--- src/rtl/i2c_regslv_pkg.sv ---
package i2c_regslv_pkg;

   typedef enum logic [2:0] {
      ST_IDLE,
      ST_DEV,
      ST_WA,
      ST_WR,
      ST_ACK,
      ST_RD,
      ST_RACK,
      ST_WAIT
   } slv_state_t;

   localparam int unsigned BUS_BYTE_W = 8;
   localparam int unsigned DEV_ADDR_W = 7;

endpackage

--- src/rtl/i2c_regslv_sync.sv ---
module i2c_regslv_sync #(
   parameter int unsigned STAGES = 2
) (
   input  logic clk,
   input  logic rst_n,
   input  logic scl_in,
   input  logic sda_in,
   output logic scl_s,
   output logic sda_s,
   output logic scl_rise,
   output logic scl_fall,
   output logic start_det,
   output logic stop_det
);

   generate
      if (STAGES < 2) begin : g_bad_stages
         $error("i2c_regslv_sync: STAGES must be at least 2");
      end
   endgenerate

   logic [STAGES-1:0] scl_chain;
   logic [STAGES-1:0] sda_chain;
   logic              scl_q;
   logic              sda_q;

   always_ff @(posedge clk or negedge rst_n) begin
      if (!rst_n) begin
         scl_chain <= '1;
         sda_chain <= '1;
         scl_q     <= 1'b1;
         sda_q     <= 1'b1;
      end else begin
         scl_chain <= {scl_chain[STAGES-2:0], scl_in};
         sda_chain <= {sda_chain[STAGES-2:0], sda_in};
         scl_q     <= scl_s;
         sda_q     <= sda_s;
      end
   end

   assign scl_s     = scl_chain[STAGES-1];
   assign sda_s     = sda_chain[STAGES-1];
   assign scl_rise  = scl_s & ~scl_q;
   assign scl_fall  = ~scl_s & scl_q;
   assign start_det = scl_s & scl_q & sda_q & ~sda_s;
   assign stop_det  = scl_s & scl_q & ~sda_q & sda_s;

endmodule

--- src/rtl/i2c_regslv_addr.sv ---
module i2c_regslv_addr #(
   parameter int unsigned DEV_W   = 7,
   parameter int unsigned STRAP_W = 2
) (
   input  logic [DEV_W-1:0]   dev_field,
   input  logic [STRAP_W-1:0] strap,
   output logic               hit
);

   localparam int unsigned HI_W = DEV_W - STRAP_W;

   generate
      if (STRAP_W >= DEV_W) begin : g_bad_strap
         $error("i2c_regslv_addr: STRAP_W must be below DEV_W");
      end
   endgenerate

   logic strap_legal;

   assign strap_legal = (strap != '0);
   assign hit = strap_legal && (dev_field == {{HI_W{1'b0}}, strap});

endmodule

--- src/rtl/i2c_regslv_cmd.sv ---
module i2c_regslv_cmd #(
   parameter int unsigned ADDR_W   = 6,
   parameter int unsigned DATA_W   = 8,
   parameter int unsigned NUM_CMDS = 2,
   parameter int unsigned CMD_BASE = 60,
   parameter int unsigned CMD_KEY  = 150
) (
   input  logic                clk,
   input  logic                rst_n,
   input  logic                we,
   input  logic [ADDR_W-1:0]   addr,
   input  logic [DATA_W-1:0]   data,
   output logic [NUM_CMDS-1:0] pulse
);

   generate
      if (CMD_BASE + NUM_CMDS > (1 << ADDR_W)) begin : g_bad_base
         $error("i2c_regslv_cmd: command window exceeds address space");
      end
   endgenerate

   logic key_seen;
   assign key_seen = we && (data == DATA_W'(CMD_KEY));

   for (genvar i = 0; i < NUM_CMDS; i++) begin : g_cmd
      always_ff @(posedge clk or negedge rst_n) begin
         if (!rst_n) begin
            pulse[i] <= 1'b0;
         end else begin
            pulse[i] <= key_seen && (addr == ADDR_W'(CMD_BASE + i));
         end
      end
   end

   // at most one command strobe at a time
   p_cmd_onehot_r10: assert property (@(posedge clk) disable iff (!rst_n)
      $onehot0(pulse));

   // a command strobe only follows a register write
   p_cmd_after_write_r10: assert property (@(posedge clk) disable iff (!rst_n)
      (pulse != '0) |-> $past(we));

   // command strobes last a single cycle
   p_cmd_single_r10: assert property (@(posedge clk) disable iff (!rst_n)
      (pulse != '0) |=> (pulse == '0));

endmodule

--- src/rtl/i2c_regslv.sv ---
module i2c_regslv
   import i2c_regslv_pkg::*;
#(
   parameter int unsigned SYNC_STAGES = 2,
   parameter int unsigned ADDR_W      = 6,
   parameter int unsigned DATA_W      = 8,
   parameter int unsigned STRAP_W     = 2,
   parameter int unsigned NUM_CMDS    = 2,
   parameter int unsigned CMD_BASE    = 60,
   parameter int unsigned CMD_KEY     = 150
) (
   input  logic                clk,
   input  logic                rst_n,
   input  logic                scl_i,
   input  logic                sda_i,
   output logic                sda_drive_low,
   input  logic [STRAP_W-1:0]  strap_i,
   output logic [ADDR_W-1:0]   reg_addr,
   output logic [DATA_W-1:0]   reg_wdata,
   output logic                reg_we,
   output logic                reg_re,
   input  logic [DATA_W-1:0]   reg_rdata,
   output logic [NUM_CMDS-1:0] cmd_pulse
);

   localparam int unsigned CNT_W = $clog2(DATA_W + 1);
   localparam int unsigned MSB   = DATA_W - 1;

   generate
      if (DATA_W != BUS_BYTE_W) begin : g_bad_data
         $error("i2c_regslv: DATA_W must equal the bus byte width");
      end
      if (ADDR_W > DATA_W) begin : g_bad_addr
         $error("i2c_regslv: ADDR_W must fit in one word-address byte");
      end
   endgenerate

   logic scl_s, sda_s, scl_rise, scl_fall, start_det, stop_det;
   logic dev_hit;

   slv_state_t          state;
   slv_state_t          ack_next;
   logic [DATA_W-1:0]   shreg;
   logic [CNT_W-1:0]    bitcnt;
   logic [ADDR_W-1:0]   wptr;
   logic                host_ack;

   i2c_regslv_sync #(
      .STAGES    (SYNC_STAGES)
   ) u_sync (
      .clk       (clk),
      .rst_n     (rst_n),
      .scl_in    (scl_i),
      .sda_in    (sda_i),
      .scl_s     (scl_s),
      .sda_s     (sda_s),
      .scl_rise  (scl_rise),
      .scl_fall  (scl_fall),
      .start_det (start_det),
      .stop_det  (stop_det)
   );

   i2c_regslv_addr #(
      .DEV_W     (DEV_ADDR_W),
      .STRAP_W   (STRAP_W)
   ) u_addr (
      .dev_field (shreg[DATA_W-1:1]),
      .strap     (strap_i),
      .hit       (dev_hit)
   );

   i2c_regslv_cmd #(
      .ADDR_W    (ADDR_W),
      .DATA_W    (DATA_W),
      .NUM_CMDS  (NUM_CMDS),
      .CMD_BASE  (CMD_BASE),
      .CMD_KEY   (CMD_KEY)
   ) u_cmd (
      .clk       (clk),
      .rst_n     (rst_n),
      .we        (reg_we),
      .addr      (reg_addr),
      .data      (reg_wdata),
      .pulse     (cmd_pulse)
   );

   assign reg_addr = wptr;

   always_ff @(posedge clk or negedge rst_n) begin
      if (!rst_n) begin
         state         <= ST_IDLE;
         ack_next      <= ST_IDLE;
         shreg         <= '0;
         bitcnt        <= '0;
         wptr          <= '0;
         host_ack      <= 1'b0;
         sda_drive_low <= 1'b0;
         reg_we        <= 1'b0;
         reg_re        <= 1'b0;
         reg_wdata     <= '0;
      end else begin
         reg_we <= 1'b0;
         reg_re <= 1'b0;
         if (reg_we) begin
            wptr <= wptr + 1'b1;
         end
         if (stop_det) begin
            state         <= ST_IDLE;
            sda_drive_low <= 1'b0;
         end else if (start_det) begin
            state         <= ST_DEV;
            bitcnt        <= '0;
            sda_drive_low <= 1'b0;
         end else begin
            case (state)
               ST_DEV, ST_WA, ST_WR: begin
                  if (scl_rise) begin
                     shreg  <= {shreg[DATA_W-2:0], sda_s};
                     bitcnt <= bitcnt + 1'b1;
                  end else if (scl_fall && bitcnt == CNT_W'(DATA_W)) begin
                     bitcnt <= '0;
                     if (state == ST_DEV) begin
                        if (dev_hit) begin
                           sda_drive_low <= 1'b1;
                           state         <= ST_ACK;
                           ack_next      <= shreg[0] ? ST_RD : ST_WA;
                        end else begin
                           state <= ST_WAIT;
                        end
                     end else if (state == ST_WA) begin
                        wptr          <= shreg[ADDR_W-1:0];
                        sda_drive_low <= 1'b1;
                        state         <= ST_ACK;
                        ack_next      <= ST_WR;
                     end else begin
                        reg_we        <= 1'b1;
                        reg_wdata     <= shreg;
                        sda_drive_low <= 1'b1;
                        state         <= ST_ACK;
                        ack_next      <= ST_WR;
                     end
                  end
               end
               ST_ACK: begin
                  if (scl_fall) begin
                     bitcnt <= '0;
                     state  <= ack_next;
                     if (ack_next == ST_RD) begin
                        shreg         <= reg_rdata;
                        reg_re        <= 1'b1;
                        sda_drive_low <= ~reg_rdata[MSB];
                     end else begin
                        sda_drive_low <= 1'b0;
                     end
                  end
               end
               ST_RD: begin
                  if (scl_fall) begin
                     if (bitcnt == CNT_W'(DATA_W - 1)) begin
                        sda_drive_low <= 1'b0;
                        state         <= ST_RACK;
                        wptr          <= wptr + 1'b1;
                     end else begin
                        shreg         <= {shreg[DATA_W-2:0], 1'b0};
                        sda_drive_low <= ~shreg[DATA_W-2];
                        bitcnt        <= bitcnt + 1'b1;
                     end
                  end
               end
               ST_RACK: begin
                  if (scl_rise) begin
                     host_ack <= ~sda_s;
                  end else if (scl_fall) begin
                     if (host_ack) begin
                        shreg         <= reg_rdata;
                        reg_re        <= 1'b1;
                        sda_drive_low <= ~reg_rdata[MSB];
                        bitcnt        <= '0;
                        state         <= ST_RD;
                     end else begin
                        state <= ST_WAIT;
                     end
                  end
               end
               default: ;
            endcase
         end
      end
   end

   // a STOP leaves the line released
   p_stop_release_r1: assert property (@(posedge clk) disable iff (!rst_n)
      stop_det |=> !sda_drive_low);

   // an acknowledge raised from address decode needs a legal strap
   p_strap_zero_silent_r4: assert property (@(posedge clk) disable iff (!rst_n)
      ($rose(sda_drive_low) && $past(state) == ST_DEV) |-> ($past(strap_i) != '0));

   // write and fetch strobes never overlap
   p_bus_exclusive_r5: assert property (@(posedge clk) disable iff (!rst_n)
      !(reg_we && reg_re));

   // the pointer moves by exactly one after each write, wrapping
   p_ptr_step_r6: assert property (@(posedge clk) disable iff (!rst_n)
      reg_we |=> (reg_addr == ADDR_W'($past(reg_addr) + 1'b1)));

   // after a NACK the slave stays released until a START
   p_nack_quiet_r9: assert property (@(posedge clk) disable iff (!rst_n)
      (state == ST_WAIT) |-> !sda_drive_low);

   // SDA drive only changes with SCL low or at START/STOP release
   p_drive_scl_low_r11: assert property (@(posedge clk) disable iff (!rst_n)
      !$stable(sda_drive_low) |-> (!scl_s || (!sda_drive_low && $past(start_det || stop_det))));

endmodule

--- config.mk ---
export PLATFORM = sky130hd
export DESIGN_NAME = i2c_regslv
export DESIGN_NICKNAME = d
export VERILOG_FILES = /design/src/rtl/i2c_regslv_pkg.sv /design/src/rtl/i2c_regslv_sync.sv /design/src/rtl/i2c_regslv_addr.sv /design/src/rtl/i2c_regslv_cmd.sv /design/src/rtl/i2c_regslv.sv
export SDC_FILE = /design/constraint.sdc
export NUM_CORES = 1
export LEC_CHECK = 0
export BUFFER_PORTS_ARGS = -buffer_cell sky130_fd_sc_hd__clkbuf_2
export CAP_MARGIN = 20
export CORE_ASPECT_RATIO = 1.25
export CORE_MARGIN = 2
export CORE_UTILIZATION = 23
export CTS_CLUSTER_SIZE = 25
export DETAILED_ROUTE_END_ITERATION = 16
export GPL_ROUTABILITY_DRIVEN = 0
export GPL_TIMING_DRIVEN = 0
export PLACE_DENSITY = 0.41
export SKIP_LAST_GASP = 1
export SLEW_MARGIN = 20
export SYNTH_ARGS = -nofsm -noshare
export SYNTH_HDL_FRONTEND = slang
export SYNTH_SLANG_ARGS = --single-unit
--- constraint.sdc ---
create_clock -name clk -period 4.9 [get_ports clk]
set_clock_uncertainty 0.15 [all_clocks]
set_input_delay 1.47 -clock clk [delete_from_list [all_inputs] [get_ports clk]]
set_output_delay 1.47 -clock clk [all_outputs]
set_load 0.01 [all_outputs]
# Word level (Yosys, flattened, before mapping)
# Index checks and enable logic that the tools add are counted.
[totals]
ff_bits = 44
inputBits = 14
output_inout_bits = 19
wordCells = 165
[op_classes]
add_sub_neg = 2
eq_ne = 38
mux = 74
bitwise = 18
reduce_logical = 17
[op_table]
columns = ["op", "count"]
rows = [
  ["$mux W8", 8],
  ["$mux W6", 9],
  ["$mux W3", 13],
  ["$mux W4", 9],
  ["$ne A4 B4 Y1 const B", 9],
  ["$pmux W8 S4", 1],
  ["$mux W1", 27],
  ["$ne A2 B2 Y1 const B", 9],
  ["$ne A3 B3 Y1 const B", 6],
  ["$reduce_and A9 Y1", 2],
  ["$pmux W4 S4", 1],
  ["$eq A3 B3 Y1 const B", 4],
  ["$eq A6 B6 Y1 const B", 2],
  ["$pmux W3 S4", 1],
  ["$pmux W6 S2", 1],
  ["$not A1 Y1", 11],
  ["$reduce_and A11 Y1", 1],
  ["$eq A8 B8 Y1 const B", 1],
  ["$reduce_and A8 Y1", 1],
  ["$and A1 B1 Y1", 7],
  ["$eq A7 B2 Y1", 1],
  ["$reduce_and A7 Y1", 1],
  ["$add A6 B1 Y6 const B", 1],
  ["$eq A3 B2 Y1 const B", 2],
  ["16 further kinds", 21],
]

# Longest topological paths before layout
[logic_depth]
depth_word = 9
depth_mapped = 7
ltp_nobuf = 7

# Modules after synthesis
# From an unflattened synthesis, not the netlist that was laid out.
[unflattened]
hier_cells = 262
area_unflattened_um2 = 2581.2
[by_module_without_submodules]
columns = ["mod", "n_inst", "cells_each", "area_per_inst_um2", "seq_area_each_um2"]
rows = [
  ["i2c_regslv", 1, 238, 2247.2, 900.9],
  ["i2c_regslv_sync", 1, 10, 190.2, 157.7],
  ["i2c_regslv_cmd", 1, 9, 106.4, 50.0],
  ["i2c_regslv_addr", 1, 5, 37.5, 0.0],
]

# Worst setup path after synthesis
# Ideal clock, no wire load.
[synth_timing]
kind = "input-to-reg"
start = "input port strap_i[0]"
end = "register ack_next[0]"
setup_ns = 0.125
arrival_ns = 2.480
t_required_ns = 4.625
slack_ns = 2.145
path_stages = 5
n_path_buf = 0
cell_sequence = "nor3b_1 > a31oi_1 > o41ai_4 > nand3_4 > mux2_4"
[synth_via]
elab_chain_cells = 4
word_cells_on_any_way = 5
cone_classes = "2 x eq/ne; 3 x reduce/logical"
[synth_rtl]
columns = ["item", "line_no", "source"]
rows = [
  ["start: declaration", "i2c_regslv.sv:17", "input logic [STRAP_W-1:0] strap_i,"],
  ["$eq A7 B2 Y1 or $reduce_bool A2 Y1 (tied branches)", "i2c_regslv_addr.sv:21, i2c_regslv_addr.sv:20", ""],
  ["$logic_and A1 B1 Y1 *", "i2c_regslv_addr.sv:21", "assign hit = strap_legal && (dev_field == {{HI_W{1'b0}}, strap});"],
  ["$ne A2 B2 Y1 (no line) *", "--", ""],
  ["$reduce_and A6 Y1 (no line) *", "--", ""],
  ["end signal: assignment", "i2c_regslv.sv:126", "ack_next <= shreg[0] ? ST_RD : ST_WA;"],
  ["end: declaration", "i2c_regslv.sv:42", "slv_state_t ack_next;"],
]
# Mark *: on every way between the ends. The rest lies on a longest branch, timed or not.
# A chain may end at the register's enable or synchronous reset.

# Worst setup path after layout
[layout_timing]
start = "input port strap_i[0]"
end = "register ack_next[1]"
# Same word-level chain as after synthesis.

==> results.sh <==
export IMPL_status="finished clean"
export IMPL_grt_pass1_wl_um=10900
export IMPL_slew_limit_headroom_pct=40.0
export IMPL_layoutNonFillerInstCount=412
export IMPL_synth_cell_area_sq_um=2530
export IMPL_cts_max_level=2
export IMPL_placed_area_sq_um=2860
export IMPL_p_int_mw=0.745
export IMPL_synth_top_family_by_area="simple AND/OR/NAND/NOR gates"
export IMPL_synthMuxAreaShare_pct=11.1
export IMPL_root_buffer="clkbuf_16"
export IMPL_clockBufferDepth=2
export IMPL_pwr_share_clk_pct=38.0
export IMPL_hold_buffers=0
export IMPL_maxCapViolations=0
export IMPL_cts_buffers=5
export IMPL_final_nets=298
export IMPL_avgRoutedWirePerCell_um=16.1
export IMPL_dr_pass1_iters=4
export IMPL_synthXorXnorAreaFrac_pct=1.04
export IMPL_die_w_um=97.9
export IMPL_antenna_found_initial=0
export IMPL_holdCritPathClass="reg -> reg"
export IMPL_drv_slew=0
export IMPL_netlist_instances=240
export IMPL_place_inst=404
export IMPL_cts_tree="done"
export IMPL_fin_ws_ns=2.20
export IMPL_final_cell_mix="dfrtp_1, nand2_1, clkbuf_2, mux2_4, nor2_1"
export IMPL_pre_cts_slack_ns=1.89
export IMPL_routed_via_density=4.72
export IMPL_utilization_pct=28.4
export IMPL_clk_pin_slew_ns=0.07
export IMPL_crit_type="in -> reg"
export IMPL_synth_top_area_share_pct=37.5
export IMPL_cts_resized=0
export IMPL_track_usage_pct=11.6
export IMPL_ir_drop_uv=143
export IMPL_post_cts_buffers=0
export IMPL_hold_violations=0
export IMPL_design_area_sq_um=3030
export IMPL_p_sw_mw=0.308
export IMPL_core_sq_um=10700
export IMPL_synth_compound_area_share_pct=15.2
export IMPL_syn_area_per_cell_sq_um=10.6
export IMPL_finalSetupViolCount=0
export IMPL_cp_required_ns=4.93
export IMPL_rsz0062_at_grt="no"
export IMPL_powerDensity_nw_per_um2=347
export IMPL_detail_route_iter0_violations=84
export IMPL_cp_max_fo=4
export IMPL_grt_start_max_net_pins=45
export IMPL_p_leak_nw=1.36
export IMPL_vias=1946
export IMPL_synth_adder_area_share_pct=2.47
export IMPL_ant_nets=0
export IMPL_antenna_cells=0
export IMPL_fin_crit_sh_pct=55.1
export IMPL_synth_edff_count=0
export IMPL_die_area_sq_um=11900
export IMPL_die_y_um=121
export IMPL_layout_commonest_cell="dfrtp_1"
export IMPL_area_delta_synth_final_pct=19.7
export IMPL_ys_flop_type="dfrtp_1"
export IMPL_clock_fmax_mhz=370
export IMPL_start_kind="input port"
export IMPL_clock_sinks=44
export IMPL_synthSimpleGateAreaFrac_pct=23.6
export IMPL_finalWirelength_um=6630
export IMPL_worstMarginPinSlew_ns=0.896
export IMPL_drive_gt1_share_pct=28.9
export IMPL_ys_async_sr_fraction_pct=100
export IMPL_ios=33
export IMPL_ys_seq_area_share_pct=43.7
export IMPL_synth_seq_cells=44
export IMPL_clk_latency_ns=0.29
export IMPL_min_period_ns=2.70
export IMPL_synth_nets=259
export IMPL_crit_path_end_kind="flip-flop"
export IMPL_grt_pass1_vias=1996
export IMPL_ys_warn_count=0
export IMPL_drc=0
export IMPL_port_buffers=32
export IMPL_synth_distinct_cells=58
export IMPL_ys_top_cells_by_area="dfrtp_1, mux2_4, dfstp_2"
export IMPL_swShare_pct=29.3
export IMPL_seqPwrFrac_pct=45.3
export IMPL_start_util_pct=23.8
export IMPL_dp_hpwl_um=4830
export IMPL_crit_arrival_ns=2.73
export IMPL_pwr_share_comb_pct=16.7
export IMPL_overflow=0
export IMPL_tns_ns=0
export IMPL_rows=42
export IMPL_synth_area_leader_cell="dfrtp_1"
[sequential cells by signal (all words and copies together) (netlist names)]
name,flops
reg_wdata,8
shreg,8
reg_addr,6
bitcnt,4
ack_next,3
state,3
u_cmd.pulse,2
u_sync.scl_chain,2
u_sync.sda_chain,2
host_ack,1
reg_re,1
reg_we,1
sda_drive_low,1
u_sync.scl_q,1
u_sync.sda_q,1
[metal layers]
metal  part of all wire, %  track usage (%)  up-vias
met3                   2.9             2.19       11
met2                    49             20.0       39
met1                    46             14.4      954
li1                      -                -      942
met5                     0                0        -
met4                   1.9             3.91        0
[worst paths after layout]
kind / startpoint / end / slack [ns] / cells past startpoint
min in group asynchronous: rst_n / reg_wdata[4]$_DFFE_PN0P_ / 1.08 / 1
hold reg to reg: u_sync.scl_chain[0]$_DFF_PN1_ / u_sync.scl_chain[1]$_DFF_PN1_ / 0.21 / 0
hold / removal: u_sync.scl_chain[0]$_DFF_PN1_ / u_sync.scl_chain[1]$_DFF_PN1_ / 0.21 / 0
setup / recovery: strap_i[0] / ack_next[1]$_DFFE_PN0P_ / 2.20 / 6
setup reg to reg: bitcnt[0]$_DFFE_PN0P_ / reg_wdata[6]$_DFFE_PN0P_ / 2.46 / 6
max in group asynchronous: rst_n / bitcnt[1]$_DFFE_PN0P_ / 3.08 / 1
[critical path, cell delays in order]
cell and delay [ns]:
clkbuf_2 0.09, nor3b_1 0.16, a31oi_1 0.10, o41ai_4 0.42, nand3_4 0.16, mux2_4 0.32
[cells in the mapped netlist, drive strengths merged (3+ instances only)]
cell type  count
ha             5
a21o           3
nor3b          3
or2            3
a211oi         3
dfstp          6
a221o          4
buf            5
nand3b         5
xnor2          3
nor2          12
nand2         38
and2           3
o31ai          3
nor3           6
o21ai          9
nor2b          5
nand3          7
clkbuf         3
a21oi         10
nand2b         7
dfrtp         38
inv            8
mux2          18
and3           4
[cell type report]
class / instances / area, sq um
clock inverter: 3 / 46.3
multi-input combinational: 180 / 1350
timing repair buffer: 32 / 163
fill: 1126 / 7630
inverter: 8 / 30.0
tap: 132 / 165
clock buffer: 5 / 125
buffer: 8 / 42.5
sequential: 44 / 1110
[through the flow]
step                      power (mW)  hold WS (ns)
after floorplan                0.597         0.195
after global placement         0.665         0.196
after detailed placement       0.666         0.197
after CTS                       1.07         0.207
after global routing            1.11         0.214
final                           1.05         0.206
[power by group through the flow]
stage | Sequential, mW | Combinational (mW) | Clock, mW
after floorplan | 0.455 | 0.142 | 0
after global placement | 0.489 | 0.176 | 0
after detailed placement | 0.488 | 0.178 | 0
after CTS | 0.482 | 0.179 | 0.411
after global routing | 0.488 | 0.197 | 0.425
final | 0.477 | 0.176 | 0.400
[logic make-up after synthesis]
family,Yosys count
flops,44
compound gates,50
simple gates,103
fa+ha+maj,5
buf+inv,16
xor+xnor,3
mux,19
Note: power is estimated with default switching activity, not from simulation.
